===== src/rtl/tapir_pkg.sv =====
package tapir_pkg;
  localparam int IR_W = 3;
  localparam int SEL_W = 2;
  typedef logic [IR_W-1:0] ir_t;

  localparam ir_t OP_EXTEST = 3'b000;
  localparam ir_t OP_IDCODE = 3'b001;
  localparam ir_t OP_SAMPLE = 3'b010;
  localparam ir_t OP_CLAMP  = 3'b011;
  localparam ir_t OP_HIGHZ  = 3'b100;
  localparam ir_t OP_BYPASS = 3'b111;
  localparam ir_t CAPTURE_PAT = 3'b001;

  typedef enum logic [SEL_W-1:0] {
    DR_BOUNDARY = 2'b00,
    DR_BYPASS   = 2'b01,
    DR_IDENT    = 2'b10
  } dr_sel_e;

  typedef struct packed {
    logic extest;
    logic idcode;
    logic sample;
    logic clamp;
    logic highz;
    logic bypass;
  } ir_flags_t;
endpackage


===== src/rtl/tapir_shift.sv =====
module tapir_shift
  import tapir_pkg::*;
#(
  parameter int W = IR_W,
  parameter logic [W-1:0] CAP = CAPTURE_PAT
) (
  input  logic         tck,
  input  logic         rst,
  input  logic         tdi,
  input  logic         capture,
  input  logic         shift,
  output logic [W-1:0] sr_q
);
  // Rising-edge shift stage: capture preloads, shift moves toward bit 0.
  always_ff @(posedge tck) begin
    if (rst)          sr_q <= CAP;
    else if (capture) sr_q <= CAP;
    else if (shift)   sr_q <= {tdi, sr_q[W-1:1]};
  end
endmodule


===== src/rtl/tapir_decode.sv =====
module tapir_decode
  import tapir_pkg::*;
(
  input  ir_t       code,
  output ir_flags_t flags,
  output dr_sel_e   sel
);
  always_comb begin
    flags = '0;
    sel   = DR_BYPASS;
    unique case (code)
      OP_EXTEST: begin flags.extest = 1'b1; sel = DR_BOUNDARY; end
      OP_IDCODE: begin flags.idcode = 1'b1; sel = DR_IDENT;    end
      OP_SAMPLE: begin flags.sample = 1'b1; sel = DR_BOUNDARY; end
      OP_CLAMP:  begin flags.clamp  = 1'b1; sel = DR_BYPASS;   end
      OP_HIGHZ:  begin flags.highz  = 1'b1; sel = DR_BYPASS;   end
      default:   begin flags.bypass = 1'b1; sel = DR_BYPASS;   end
    endcase
  end
endmodule


===== src/rtl/tapir_latch.sv =====
module tapir_latch
  import tapir_pkg::*;
(
  input  logic      tck,
  input  logic      rst,
  input  logic      force_id,
  input  logic      update,
  input  ir_t       sr_q,
  output ir_t       code_q,
  output ir_flags_t flags_q,
  output dr_sel_e   sel_q
);
  ir_t       code_nxt;
  ir_flags_t flags_nxt;
  dr_sel_e   sel_nxt;

  // Reset and Test-Logic-Reset outrank Update-IR.
  always_comb begin
    if (rst || force_id) code_nxt = OP_IDCODE;
    else if (update)     code_nxt = sr_q;
    else                 code_nxt = code_q;
  end

  tapir_decode u_dec (
    .code  (code_nxt),
    .flags (flags_nxt),
    .sel   (sel_nxt)
  );

  // Falling-edge parallel stage with registered decode.
  always_ff @(negedge tck) begin
    code_q  <= code_nxt;
    flags_q <= flags_nxt;
    sel_q   <= sel_nxt;
  end
endmodule


===== src/rtl/tap_instr_reg.sv =====
module tap_instr_reg
  import tapir_pkg::*;
(
  input  logic             tck,
  input  logic             rst,
  input  logic             tdi,
  input  logic             st_tlr,
  input  logic             st_capture_ir,
  input  logic             st_shift_ir,
  input  logic             st_update_ir,
  output logic             ir_tdo,
  output logic [IR_W-1:0]  ir_code,
  output logic             is_extest,
  output logic             is_idcode,
  output logic             is_sample,
  output logic             is_clamp,
  output logic             is_highz,
  output logic             is_bypass,
  output logic [SEL_W-1:0] dr_sel
);
  ir_t       shift_q;
  ir_t       code_q;
  ir_flags_t flags_q;
  dr_sel_e   sel_q;

  tapir_shift #(.W(IR_W), .CAP(CAPTURE_PAT)) u_shift (
    .tck     (tck),
    .rst     (rst),
    .tdi     (tdi),
    .capture (st_capture_ir),
    .shift   (st_shift_ir),
    .sr_q    (shift_q)
  );

  tapir_latch u_latch (
    .tck      (tck),
    .rst      (rst),
    .force_id (st_tlr),
    .update   (st_update_ir),
    .sr_q     (shift_q),
    .code_q   (code_q),
    .flags_q  (flags_q),
    .sel_q    (sel_q)
  );

  assign ir_tdo    = shift_q[0];
  assign ir_code   = code_q;
  assign is_extest = flags_q.extest;
  assign is_idcode = flags_q.idcode;
  assign is_sample = flags_q.sample;
  assign is_clamp  = flags_q.clamp;
  assign is_highz  = flags_q.highz;
  assign is_bypass = flags_q.bypass;
  assign dr_sel    = sel_q;
endmodule


===== config.mk =====
export PLATFORM = sky130hd
export DESIGN_NAME = tap_instr_reg
export DESIGN_NICKNAME = d
export VERILOG_FILES = /design/src/rtl/tapir_pkg.sv /design/src/rtl/tapir_shift.sv /design/src/rtl/tapir_decode.sv /design/src/rtl/tapir_latch.sv /design/src/rtl/tap_instr_reg.sv
export SDC_FILE = /design/constraint.sdc
export NUM_CORES = 1
export LEC_CHECK = 0
export ABC_AREA = 1
export BUFFER_PORTS_ARGS = -buffer_cell sky130_fd_sc_hd__clkbuf_2
export CELL_PAD_IN_SITES_DETAIL_PLACEMENT = 0
export CELL_PAD_IN_SITES_GLOBAL_PLACEMENT = 1
export CORE_MARGIN = 5
export CORE_UTILIZATION = 32
export DETAILED_ROUTE_END_ITERATION = 10
export PLACE_DENSITY_LB_ADDON = 0.12
export SETUP_SLACK_MARGIN = 0.02
export SLEW_MARGIN = 20
export SYNTH_ARGS = -nofsm -noshare
export SYNTH_HDL_FRONTEND = slang
export SYNTH_HIERARCHICAL = 1
export SYNTH_SLANG_ARGS = --single-unit

===== constraint.sdc =====
create_clock -name tck -period 2.7 [get_ports tck]
set_clock_uncertainty 0.05 [all_clocks]
set_input_delay 0.405 -clock tck [delete_from_list [all_inputs] [get_ports tck]]
set_output_delay 0.405 -clock tck [all_outputs]
set_load 0.005 [all_outputs]

[Yosys cells after proc, flatten, opt, wreduce, memory -nomap -nowiden]
Index checks and enable logic that the tools add are counted.
Operators by class
  eq/ne operators: 4
  mux-type cells: 9
  reduce and logical (&&, ||, !) cells: 5
Operator list (number)
  $eq A3 B2 Y1 const B: 2
  $mux W1: 6
  $mux W3: 2
  $reduce_or A5 Y1: 1
  $pmux W2 S2: 1
  $reduce_or A2 Y1: 2
  $eq A3 B1 Y1 const B: 1
  $eq A3 B3 Y1 const B: 1
  $logic_not A3 Y1: 1
  $logic_or A1 B1 Y1: 1
Storage, ports and cells
  flip-flop bits (word level): 14
  input bits: 7
  output and inout port bits: 12
  word-level logic and storage cells: 27

[Logic depth before layout (Yosys ltp)]
Gate-level depths: netlist (run 1).
  word-level depth: 5
  mapped depth: 7
  depth with buffers taken out: 7

[By module]
The synthesis (run 1) kept the hierarchy.
Modules (own cells, without submodules)
  tapir_latch: instances 1, cells an instance 27, area an instance 289.0 µm², sequential area each 220.2 µm²
  tapir_shift: instances 1, cells an instance 18, area an instance 125.1 µm², sequential area each 60.1 µm²
  tapir_decode: instances 1, cells an instance 16, area an instance 60.1 µm², sequential area each 0.0 µm²

==> results of run 1 <==
metal layers:
metal,track usage [%],part of all wire [%]
met5,0,0
met4,9.87,1.9
met3,4.89,6.1
met2,9.78,39
met1,10.6,53
stage by stage:
step           hold WS [ns]  utilization [%]  setup slack [ns]
2_1_floorplan         0.408                -             0.244
3_3_place_gp          0.423             44.3             0.130
3_5_place_dp          0.433             44.3             0.100
4_1_cts               0.317             49.0             0.103
5_1_grt               0.326             49.0            0.0712
6_report              0.328             49.0             0.126
layout by cell type, fill, tap and decap left out, drive strengths merged:
cell,n
nand3,2
nand2,17
nor2,18
buf,2
clkbuf,22
inv,20
dfxtp,14
worst paths after layout:
| check | endpoint | from | cells after the start |
|---|---|---|---|
| worst max-delay path | ir_code[0] | u_latch/code_q[0] | 1 |
| worst min-delay path | u_shift/sr_q[0] | st_capture_ir | 3 |
| worst min register to register | u_shift/sr_q[2] | u_shift/sr_q[2] | 2 |
| worst max register to register | u_latch/flags_q[2] | u_shift/sr_q[1] | 7 |
power groups by stage:
stage	Clock (mW)	Combinational, mW	Sequential, mW
2_1_floorplan	0.0273	0.0157	0.224
3_3_place_gp	0.0273	0.0360	0.223
3_5_place_dp	0.0273	0.0359	0.223
4_1_cts	0.196	0.0362	0.220
5_1_grt	0.220	0.0400	0.220
6_report	0.185	0.0356	0.220
state kept, by name, indices dropped and copies added (netlist names):
register         cells
u_latch/sel_q        2
u_latch/flags_q      6
u_latch/code_q       3
u_shift/sr_q         3
worst min-delay path, delay by kind of cell:
kind | cells | cell delay, ns
and+or+nand+nor | 2 | 0.12
buffers and inverters | 1 | 0.10
layout make-up:
| cell class | count | area share (%) |
|---|---|---|
| Clock inverter | 11 | 6.24 |
| Inverter | 9 | 5.10 |
| Multi-Input combinational cell | 37 | 23.6 |
| Timing Repair Buffer | 20 | 15.9 |
| Sequential cell | 14 | 42.3 |
| Tap cell | 15 | 2.84 |
| Clock buffer | 4 | 3.97 |
kinds of logic after synthesis:
group	count (synthesis)
AND/OR/NAND/NOR	37
buffers and inverters	10
flip-flops	14
==> flow_summary.html, run 1 <==
<table>
<tr><th>Metric</th><th>Value</th></tr>
<tr><th colspan="2">Routing</th></tr>
<tr><td>Iteration count of the initial detailed-routing pass</td><td>3</td></tr>
<tr><td>Overall via count from detail_route</td><td>441</td></tr>
<tr><td>Via/cell ratio</td><td>4.01</td></tr>
<tr><td>Routed length per placed instance</td><td>8.97 um</td></tr>
<tr><td># DRC</td><td>0</td></tr>
<tr><td>Total detailed-routing wirelength</td><td>987 um</td></tr>
<tr><td>Number of nets with antenna violations after detailed routing</td><td>0</td></tr>
<tr><td>Number of violations reported at the end of detailed-routing iteration 0</td><td>6</td></tr>
<tr><th colspan="2">Pwr</th></tr>
<tr><td>Share of total power consumed by net switching</td><td>29.3%</td></tr>
<tr><td>Total power divided by cell area</td><td>665 nW/um^2</td></tr>
<tr><td>Part of the total power dissipated in sequential elements</td><td>50.0%</td></tr>
<tr><td>Net switching power of the design</td><td>129 uW</td></tr>
<tr><td>Portion of total power attributed to combinational logic</td><td>8.1%</td></tr>
<tr><td>VDD IR-drop max</td><td>0.234 mV</td></tr>
<tr><td>Leakage dissipation</td><td>0.396 nW</td></tr>
<tr><td>Total Power Consumption</td><td>440 uW</td></tr>
<tr><td>Int Power</td><td>311 uW</td></tr>
<tr><td>Relative contribution of the clock network to total power</td><td>41.9%</td></tr>
<tr><th colspan="2">Synth</th></tr>
<tr><td>Post-Synth Simple-Gate Area</td><td>33.0%</td></tr>
<tr><td>Leading area contributor after synthesis</td><td>dfxtp_1</td></tr>
<tr><td>Synth Area in Adders</td><td>0%</td></tr>
<tr><td>Asr flop ratio synth</td><td>0%</td></tr>
<tr><td>Number of enable flip-flop cells after synthesis</td><td>0</td></tr>
<tr><td>Yosys synthesis warning count</td><td>6</td></tr>
<tr><td>Most common flop cell mapped by yosys</td><td>dfxtp_1</td></tr>
<tr><td>Synthesized area per cell</td><td>7.77 um^2</td></tr>
<tr><td>Area share of the leading cell type in the synthesized netlist</td><td>59.1%</td></tr>
<tr><td>Distinct cells, synth</td><td>7</td></tr>
<tr><td>Synth cell count leaders</td><td>17 x nand2_1, 16 x nor2_1, 14 x dfxtp_1</td></tr>
<tr><td>Sequential-to-total area share from yosys stat</td><td>59.1%</td></tr>
<tr><td>Dominant cell by count in the synthesized netlist</td><td>nand2_1</td></tr>
<tr><td>Post-synthesis cell area</td><td>474 um^2</td></tr>
<tr><td>Gate count of the mapped netlist</td><td>61</td></tr>
<tr><td>Mux share of post-synthesis cell area</td><td>0%</td></tr>
<tr><td>Synthesized netlist net count</td><td>68</td></tr>
<tr><td>Area contributors post-synth</td><td>dfxtp_1 59%, nand2_1 13%, nor2_1 13%</td></tr>
<tr><td>Compound-Gate Fraction of Synth Area</td><td>0%</td></tr>
<tr><td>Post-synthesis sequential element count</td><td>14</td></tr>
<tr><td>Post-Synth XOR/XNOR Area</td><td>0%</td></tr>
<tr><td>Combinational family with the most area after synthesis</td><td>simple AND/OR/NAND/NOR gates</td></tr>
<tr><th colspan="2">Clocking</th></tr>
<tr><td>Number of hold-repair buffers added at the cts stage</td><td>0</td></tr>
<tr><td># H-tree levels</td><td>1</td></tr>
<tr><td>Number of sinks handled by clock tree synthesis</td><td>14</td></tr>
<tr><td>CTS tree</td><td>built</td></tr>
<tr><td>Number of buffers added by the clock tree synthesis step</td><td>3</td></tr>
<tr><td>Maximum root-to-sink buffer count</td><td>2</td></tr>
<tr><td>Clk root buf</td><td>clkbuf_4</td></tr>
<tr><td>Post-cts repair resize count</td><td>0</td></tr>
<tr><td>Setup Buffers After CTS</td><td>0</td></tr>
<tr><td>Clock-pin slew on the worst setup and hold paths</td><td>0.09 ns</td></tr>
<tr><td>Worst skew pair latency</td><td>0.34 ns</td></tr>
<tr><th colspan="2">Placement</th></tr>
<tr><td>Port Buf Inserts</td><td>18</td></tr>
<tr><td>DP Area</td><td>598 um^2</td></tr>
<tr><td>DPL Wire Length</td><td>699 um</td></tr>
<tr><td>Placer Congestion</td><td>0.651</td></tr>
<tr><td>Count of placed standard cells including taps</td><td>96</td></tr>
<tr><th colspan="2">Finish</th></tr>
<tr><td>Post-synthesis to final-layout area growth</td><td>39.6%</td></tr>
<tr><td>Share of post-route cells with drive strength above 1</td><td>27.4%</td></tr>
<tr><td>Number of non-filler instances in the completed layout</td><td>110</td></tr>
<tr><td>Antenna diodes</td><td>0</td></tr>
<tr><td>Area used by multi-input combinational logic</td><td>156 um^2</td></tr>
<tr><td>Summed area of non-filler cells in the final layout</td><td>662 um^2</td></tr>
<tr><td>Final layout net count</td><td>103</td></tr>
<tr><td>Flip-flop and latch area</td><td>280 um^2</td></tr>
<tr><td>Filler instances</td><td>160</td></tr>
<tr><th colspan="2">Critical path</th></tr>
<tr><td>Critical Path Sink Type</td><td>output pin</td></tr>
<tr><td>Arrival time of data at the critical path endpoint</td><td>2.12 ns</td></tr>
<tr><td>Critical setup path kind</td><td>reg2out</td></tr>
<tr><td>Max stage delay on crit path</td><td>0.32 ns</td></tr>
<tr><td>CP Cell Sequence</td><td>clkbuf_2</td></tr>
<tr><td>Delay-heaviest family, CP</td><td>flip-flops</td></tr>
<tr><td>Endpoint required time on the critical path</td><td>2.25 ns</td></tr>
<tr><td>Setup crit start kind</td><td>register</td></tr>
<tr><td>CP max-delay cell</td><td>dfxtp_1</td></tr>
<tr><td>Worst reg2reg setup slack</td><td>0.34 ns</td></tr>
<tr><td>Buf+Inv Stages, Crit Path</td><td>1</td></tr>
<tr><td>Maximum fanout along the worst path</td><td>2</td></tr>
<tr><th colspan="2">Global routing</th></tr>
<tr><td>Wire length of the first global-routing pass</td><td>1610 um</td></tr>
<tr><td>Number of antenna violations at the first check in global routing</td><td>0</td></tr>
<tr><td>Vias in the first global route</td><td>404</td></tr>
<tr><td>Leftover overflow at the end of global routing</td><td>0</td></tr>
<tr><td>Largest net degree at the start of global routing</td><td>9</td></tr>
<tr><td>Overall global routing resource usage</td><td>8.80%</td></tr>
<tr><th colspan="2">Timing</th></tr>
<tr><td>Setup TNS Final</td><td>0 ns</td></tr>
<tr><td>Final count of pins violating max slew</td><td>0</td></tr>
<tr><td># setup viols final</td><td>0</td></tr>
<tr><td>Max-slew headroom</td><td>88.1%</td></tr>
<tr><td>Worst Tran Pin Value</td><td>0.178 ns</td></tr>
<tr><td>Number of hold violations in the final report</td><td>0</td></tr>
<tr><td>Unrepaired setup endpoints after global routing</td><td>no</td></tr>
<tr><th colspan="2">Die</th></tr>
<tr><td>Starting density of the core</td><td>35.1%</td></tr>
<tr><td>Std cell rows</td><td>13</td></tr>
<tr><td>Floorplan Core Area</td><td>1350 um^2</td></tr>
<tr><td>Io pins</td><td>19</td></tr>
<tr><td>Overall die area</td><td>2350 um^2</td></tr>
<tr><td>Width of the die</td><td>48.5 um</td></tr>
<tr><td>Die span in y</td><td>48.5 um</td></tr>
<tr><th colspan="2">Status</th></tr>
<tr><td>Status</td><td>finished, final reports clean</td></tr>
<tr><th colspan="2">Flow run</th></tr>
<tr><td>Maximum Capacitance Violations</td><td>0</td></tr>
<tr><th colspan="2">Worst hold path</th></tr>
<tr><td>Path type of the worst min-delay path</td><td>in2reg</td></tr>
</table>
Note: power is estimated with default switching activity, not from simulation.
==> inputs of run 2 (changes only) <==
==> constraint.sdc (replaced) <==
create_clock -name tck -period 3.1 [get_ports tck]
set_clock_uncertainty 0.05 [all_clocks]
set_input_delay 0.465 -clock tck [delete_from_list [all_inputs] [get_ports tck]]
set_output_delay 0.465 -clock tck [all_outputs]
set_load 0.005 [all_outputs]
==> flow_summary.html, run 2 (synthesized netlist as in run 1, its figures left out) <==
<table>
<tr><th>Metric</th><th>Value</th></tr>
<tr><th colspan="2">Status</th></tr>
<tr><td>Status</td><td>finished, final reports clean</td></tr>
<tr><th colspan="2">Finish</th></tr>
<tr><td>Area used by multi-input combinational logic</td><td>156 um^2</td></tr>
<tr><td>Utilization after layout</td><td>48.6%</td></tr>
<tr><td>Share of post-route cells with drive strength above 1</td><td>27.7%</td></tr>
<tr><td>Register with the most flip-flops</td><td>u_latch/flags_q</td></tr>
<tr><td>Regs by FF count</td><td>u_latch/flags_q (6), u_latch/code_q (3), u_shift/sr_q (3)</td></tr>
<tr><td>Most common cell after layout, fill and taps aside</td><td>inv_1</td></tr>
<tr><td>Commonest cells after routing, fill and taps aside</td><td>19 x inv_1, 18 x clkbuf_2, 17 x nand2_1, 16 x nor2_1, 14 x dfxtp_1</td></tr>
<tr><td>Post-synthesis to final-layout area growth</td><td>38.3%</td></tr>
<tr><td>Flip-flop and latch area</td><td>280 um^2</td></tr>
<tr><td>Max reg flops</td><td>6</td></tr>
<tr><td>Antenna diodes</td><td>0</td></tr>
<tr><td>Filler instances</td><td>162</td></tr>
<tr><td>Number of non-filler instances in the completed layout</td><td>109</td></tr>
<tr><td>Summed area of non-filler cells in the final layout</td><td>656 um^2</td></tr>
<tr><td>Final layout net count</td><td>102</td></tr>
<tr><th colspan="2">Clocking</th></tr>
<tr><td>Clk root buf</td><td>clkbuf_4</td></tr>
<tr><td># H-tree levels</td><td>1</td></tr>
<tr><td>Worst skew pair latency</td><td>0.33 ns</td></tr>
<tr><td>Number of hold-repair buffers added at the cts stage</td><td>0</td></tr>
<tr><td>Number of buffers added by the clock tree synthesis step</td><td>3</td></tr>
<tr><td>CTS tree</td><td>built</td></tr>
<tr><td>Number of sinks handled by clock tree synthesis</td><td>14</td></tr>
<tr><td>Setup Buffers After CTS</td><td>0</td></tr>
<tr><td>Maximum root-to-sink buffer count</td><td>2</td></tr>
<tr><td>Post-cts repair resize count</td><td>0</td></tr>
<tr><td>Clock-pin slew on the worst setup and hold paths</td><td>0.08 ns</td></tr>
<tr><th colspan="2">Global routing</th></tr>
<tr><td>Leftover overflow at the end of global routing</td><td>0</td></tr>
<tr><td>Global route hottest layer</td><td>met2</td></tr>
<tr><td>Number of antenna violations at the first check in global routing</td><td>0</td></tr>
<tr><td>Met2 Use GR</td><td>10.7%</td></tr>
<tr><td>Wire length of the first global-routing pass</td><td>1660 um</td></tr>
<tr><td>Largest net degree at the start of global routing</td><td>9</td></tr>
<tr><td>Met1 Usage GRT</td><td>10.4%</td></tr>
<tr><td>Met3 capacity usage during global routing</td><td>4.59%</td></tr>
<tr><td>Vias in the first global route</td><td>438</td></tr>
<tr><td>Overall global routing resource usage</td><td>8.43%</td></tr>
<tr><th colspan="2">Worst hold path</th></tr>
<tr><td>Path type of the worst min-delay path</td><td>in2reg</td></tr>
<tr><th colspan="2">Pwr</th></tr>
<tr><td>VDD IR-drop max</td><td>0.342 mV</td></tr>
<tr><td>Total power divided by cell area</td><td>581 nW/um^2</td></tr>
<tr><td>Leakage dissipation</td><td>0.394 nW</td></tr>
<tr><th colspan="2">Timing</th></tr>
<tr><td>Final count of pins violating max slew</td><td>0</td></tr>
<tr><td># setup viols final</td><td>0</td></tr>
<tr><td>Setup TNS Final</td><td>0 ns</td></tr>
<tr><td>Worst Tran Pin Value</td><td>0.295 ns</td></tr>
<tr><td>Max-slew headroom</td><td>80.2%</td></tr>
<tr><td>Number of hold violations in the final report</td><td>0</td></tr>
<tr><td>Unrepaired setup endpoints after global routing</td><td>no</td></tr>
<tr><td>Setup WS post-layout</td><td>0.271 ns</td></tr>
<tr><th colspan="2">Die</th></tr>
<tr><td>Io pins</td><td>19</td></tr>
<tr><td>Floorplan Core Area</td><td>1350 um^2</td></tr>
<tr><td>Die span in y</td><td>48.5 um</td></tr>
<tr><td>Std cell rows</td><td>13</td></tr>
<tr><td>Width of the die</td><td>48.5 um</td></tr>
<tr><td>Overall die area</td><td>2350 um^2</td></tr>
<tr><td>Starting density of the core</td><td>35.1%</td></tr>
<tr><th colspan="2">Routing</th></tr>
<tr><td>Routed length per placed instance</td><td>8.52 um</td></tr>
<tr><td>Number of violations reported at the end of detailed-routing iteration 0</td><td>1</td></tr>
<tr><td>Overall via count from detail_route</td><td>439</td></tr>
<tr><td>Number of nets with antenna violations after detailed routing</td><td>0</td></tr>
<tr><td>Iteration count of the initial detailed-routing pass</td><td>2</td></tr>
<tr><td># DRC</td><td>0</td></tr>
<tr><td>Total detailed-routing wirelength</td><td>929 um</td></tr>
<tr><td>Via/cell ratio</td><td>4.03</td></tr>
<tr><th colspan="2">Critical path</th></tr>
<tr><td>Arrival time of data at the critical path endpoint</td><td>2.31 ns</td></tr>
<tr><td>Maximum fanout along the worst path</td><td>2</td></tr>
<tr><td>Buf+Inv Stages, Crit Path</td><td>1</td></tr>
<tr><td>Delay-heaviest family, CP</td><td>flip-flops</td></tr>
<tr><td>Endpoint required time on the critical path</td><td>2.58 ns</td></tr>
<tr><td>Setup crit start kind</td><td>register</td></tr>
<tr><td>CP max-delay cell</td><td>dfxtp_1</td></tr>
<tr><td>Critical Path Sink Type</td><td>output pin</td></tr>
<tr><td>CP Cell Sequence</td><td>clkbuf_2</td></tr>
<tr><td>Max stage delay on crit path</td><td>0.32 ns</td></tr>
<tr><td>Critical setup path kind</td><td>reg2out</td></tr>
<tr><th colspan="2">Flow run</th></tr>
<tr><td>Maximum Capacitance Violations</td><td>0</td></tr>
<tr><th colspan="2">Placement</th></tr>
<tr><td>DP Area</td><td>591 um^2</td></tr>
<tr><td>Count of placed standard cells including taps</td><td>95</td></tr>
<tr><td>Worst slack at placement</td><td>0.158 ns</td></tr>
<tr><td>DPL Wire Length</td><td>699 um</td></tr>
<tr><td>Port Buf Inserts</td><td>18</td></tr>
<tr><td>Placer Congestion</td><td>0.655</td></tr>
</table>
-- run 2: worst register-to-register path, stage by stage, from the launching register on --
cell	delay [ns]
dfxtp_1	0.36
inv_1	0.05
nand2_1	0.05
nand2_1	0.05
nor2_1	0.24
inv_1	0.11
nand2_1	0.10
nor2_1	0.05
-- run 2: per-stage QoR --
| stage | power, mW | hold slack (ns) |
|---|---|---|
| detailed placement | 0.249 | 0.432 |
| floorplan | 0.233 | 0.408 |
| global placement | 0.249 | 0.422 |
| global route | 0.425 | 0.373 |
| finish | 0.381 | 0.383 |
| CTS | 0.390 | 0.376 |
-- run 2: cell type report --
class | instances | share of cell area [%]
inverter | 9 | 5.15
clock inverter | 12 | 7.06
clock buffer | 3 | 3.44
tap | 15 | 2.86
timing repair buffer | 19 | 14.9
sequential | 14 | 42.7
multi-input combinational | 37 | 23.9
-- run 2: where the power goes --
part	switching, mW	leakage (nW)	internal (mW)
clock network	0.0932	0.0763	0.0662
logic	0.0168	0.203	0.0135
registers	0.00284	0.115	0.189
-- run 2: path summary, 6_finish.rpt --
| check | from | endpoint | slack (ns) | depth (start not counted) |
|---|---|---|---|---|
| worst max-delay path | u_latch/code_q[2] | ir_code[2] | 0.27 | 1 |
| worst min-delay path | st_capture_ir | u_shift/sr_q[0] | 0.38 | 3 |
| worst max register to register | u_shift/sr_q[1] | u_latch/sel_q[1] | 0.46 | 7 |
| worst min register to register | u_shift/sr_q[2] | u_shift/sr_q[2] | 0.44 | 2 |
-- run 2: per-layer routing --
| layer | vias up | share of wire, % |
|---|---|---|
| li1 | 241 | - |
| met1 | 182 | 52 |
| met2 | 14 | 38 |
| met3 | 2 | 8.1 |
| met4 | 0 | 2.5 |
| met5 | - | 0 |
==> inputs of run 3 (changes only) <==
--- a/config.mk
+++ b/config.mk
@@ -11,6 +11,7 @@
 export CELL_PAD_IN_SITES_GLOBAL_PLACEMENT = 1
 export CORE_MARGIN = 5
 export CORE_UTILIZATION = 32
+export CTS_BUF_LIST = sky130_fd_sc_hd__clkbuf_16
 export DETAILED_ROUTE_END_ITERATION = 10
 export PLACE_DENSITY_LB_ADDON = 0.12
 export SETUP_SLACK_MARGIN = 0.02
==> flow_summary.html, run 3 (synthesized netlist as in run 1, its figures left out) <==
<table>
<tr><th>Metric</th><th>Value</th></tr>
<tr><th colspan="2">Die</th></tr>
<tr><td>Std cell rows</td><td>13</td></tr>
<tr><td>Overall die area</td><td>2350 um^2</td></tr>
<tr><td>Floorplan Core Area</td><td>1350 um^2</td></tr>
<tr><td>Io pins</td><td>19</td></tr>
<tr><td>Starting density of the core</td><td>35.1%</td></tr>
<tr><td>Width of the die</td><td>48.5 um</td></tr>
<tr><td>Die span in y</td><td>48.5 um</td></tr>
<tr><th colspan="2">Clocking</th></tr>
<tr><td>Worst skew pair latency</td><td>0.32 ns</td></tr>
<tr><td># H-tree levels</td><td>1</td></tr>
<tr><td>Clock-pin slew on the worst setup and hold paths</td><td>0.05 ns</td></tr>
<tr><td>Setup Buffers After CTS</td><td>0</td></tr>
<tr><td>Number of sinks handled by clock tree synthesis</td><td>14</td></tr>
<tr><td>Post-cts repair resize count</td><td>0</td></tr>
<tr><td>CTS tree</td><td>built</td></tr>
<tr><td>Number of buffers added by the clock tree synthesis step</td><td>3</td></tr>
<tr><td>Number of hold-repair buffers added at the cts stage</td><td>0</td></tr>
<tr><td>Maximum root-to-sink buffer count</td><td>2</td></tr>
<tr><td>Clk root buf</td><td>clkbuf_16</td></tr>
<tr><th colspan="2">Timing</th></tr>
<tr><td>Number of hold violations in the final report</td><td>0</td></tr>
<tr><td>Max-slew headroom</td><td>80.1%</td></tr>
<tr><td>Unrepaired setup endpoints after global routing</td><td>no</td></tr>
<tr><td>Setup TNS Final</td><td>0 ns</td></tr>
<tr><td>Worst Tran Pin Value</td><td>0.297 ns</td></tr>
<tr><td>Final count of pins violating max slew</td><td>0</td></tr>
<tr><td># setup viols final</td><td>0</td></tr>
<tr><td>Worst slack on hold paths</td><td>0.414 ns</td></tr>
<tr><th colspan="2">Critical path</th></tr>
<tr><td>Arrival time of data at the critical path endpoint</td><td>2.30 ns</td></tr>
<tr><td>Setup crit start kind</td><td>register</td></tr>
<tr><td>Critical setup path kind</td><td>reg2out</td></tr>
<tr><td>Maximum fanout along the worst path</td><td>2</td></tr>
<tr><td>CP max-delay cell</td><td>dfxtp_1</td></tr>
<tr><td>Endpoint required time on the critical path</td><td>2.58 ns</td></tr>
<tr><td>Delay-heaviest family, CP</td><td>flip-flops</td></tr>
<tr><td>Critical Path Sink Type</td><td>output pin</td></tr>
<tr><td>Buf+Inv Stages, Crit Path</td><td>1</td></tr>
<tr><td>Max stage delay on crit path</td><td>0.32 ns</td></tr>
<tr><td>CP Cell Sequence</td><td>clkbuf_2</td></tr>
<tr><th colspan="2">Pwr</th></tr>
<tr><td>Total Power Consumption</td><td>521 uW</td></tr>
<tr><td>Leakage dissipation</td><td>0.417 nW</td></tr>
<tr><td>Total power divided by cell area</td><td>736 nW/um^2</td></tr>
<tr><td>VDD IR-drop max</td><td>0.451 mV</td></tr>
<tr><th colspan="2">Placement</th></tr>
<tr><td>Placer Congestion</td><td>0.655</td></tr>
<tr><td>DPL Wire Length</td><td>699 um</td></tr>
<tr><td>Port Buf Inserts</td><td>18</td></tr>
<tr><th colspan="2">Flow run</th></tr>
<tr><td>Maximum Capacitance Violations</td><td>0</td></tr>
<tr><th colspan="2">Routing</th></tr>
<tr><td>Total detailed-routing wirelength</td><td>980 um</td></tr>
<tr><td>Routed length per placed instance</td><td>8.99 um</td></tr>
<tr><td>Overall via count from detail_route</td><td>440</td></tr>
<tr><td>Number of violations reported at the end of detailed-routing iteration 0</td><td>0</td></tr>
<tr><td>Iteration count of the initial detailed-routing pass</td><td>1</td></tr>
<tr><td>Number of nets with antenna violations after detailed routing</td><td>0</td></tr>
<tr><td># DRC</td><td>0</td></tr>
<tr><td>Via/cell ratio</td><td>4.04</td></tr>
<tr><th colspan="2">Global routing</th></tr>
<tr><td>Wire length of the first global-routing pass</td><td>1720 um</td></tr>
<tr><td>Leftover overflow at the end of global routing</td><td>0</td></tr>
<tr><td>Number of antenna violations at the first check in global routing</td><td>0</td></tr>
<tr><td>Met3 capacity usage during global routing</td><td>5.20%</td></tr>
<tr><td>Met1 Usage GRT</td><td>10.2%</td></tr>
<tr><td>Overall global routing resource usage</td><td>9.19%</td></tr>
<tr><td>Global route hottest layer</td><td>met2</td></tr>
<tr><td>Largest net degree at the start of global routing</td><td>9</td></tr>
<tr><td>Met2 Use GR</td><td>12.0%</td></tr>
<tr><td>Vias in the first global route</td><td>444</td></tr>
<tr><th colspan="2">Finish</th></tr>
<tr><td>Max reg flops</td><td>6</td></tr>
<tr><td>Utilization after layout</td><td>52.5%</td></tr>
<tr><td>Commonest cells after routing, fill and taps aside</td><td>19 x inv_1, 18 x clkbuf_2, 17 x nand2_1, 16 x nor2_1, 14 x dfxtp_1</td></tr>
<tr><td>Final layout net count</td><td>102</td></tr>
<tr><td>Share of post-route cells with drive strength above 1</td><td>27.7%</td></tr>
<tr><td>Regs by FF count</td><td>u_latch/flags_q (6), u_latch/code_q (3), u_shift/sr_q (3)</td></tr>
<tr><td>Most common cell after layout, fill and taps aside</td><td>inv_1</td></tr>
<tr><td>Antenna diodes</td><td>0</td></tr>
<tr><td>Register with the most flip-flops</td><td>u_latch/flags_q</td></tr>
<tr><td>Filler instances</td><td>148</td></tr>
<tr><td>Post-synthesis to final-layout area growth</td><td>49.3%</td></tr>
<tr><th colspan="2">Worst hold path</th></tr>
<tr><td>Path type of the worst min-delay path</td><td>in2reg</td></tr>
<tr><th colspan="2">Status</th></tr>
<tr><td>Status</td><td>finished, final reports clean</td></tr>
</table>
[run 3: where the power goes]
part	switching (mW)	leakage, nW	total, mW	internal [mW]
sequential	0.00288	0.115	0.192	0.189
combinational	0.0169	0.203	0.0304	0.0135
clock	0.108	0.0995	0.299	0.191
total	0.128	0.417	0.521	0.394
[run 3: cell type report]
class                      instances  area, um^2  share of cell area [%]
clock buffer                       3        75.1                    10.6
clock inverter                    12        46.3                    6.54
inverter                           9        33.8                    4.77
multi-input combinational         37         156                    22.1
sequential                        14         280                    39.6
tap                               15        18.8                    2.65
timing repair buffer              19        97.6                    13.8
[run 3: final timing paths]
| kind | start | to | slack (ns) | depth (start not counted) |
|---|---|---|---|---|
| max | u_latch/code_q[1] | ir_code[1] | 0.29 | 1 |
| min | st_capture_ir | u_shift/sr_q[0] | 0.41 | 3 |
| min reg2reg | u_shift/sr_q[2] | u_shift/sr_q[2] | 0.44 | 2 |
| max reg2reg | u_shift/sr_q[1] | u_latch/flags_q[5] | 0.50 | 7 |
[run 3: layer usage]
layer	share of wire, %	vias up	wire length (um)
met3	9.1	2	89
met5	0	-	0
met4	2.1	0	21
met1	50	180	491
met2	38	16	377
li1	-	242	-
[run 3: metrics by stage]
step                instance area (um^2)  worst slack (ns)  instances
detailed placement                   591             0.158         95
global route                         708             0.224        109
finish                               708             0.289        109
floorplan                            474             0.384         61
global placement                     591             0.187         95
CTS                                  708             0.278        109
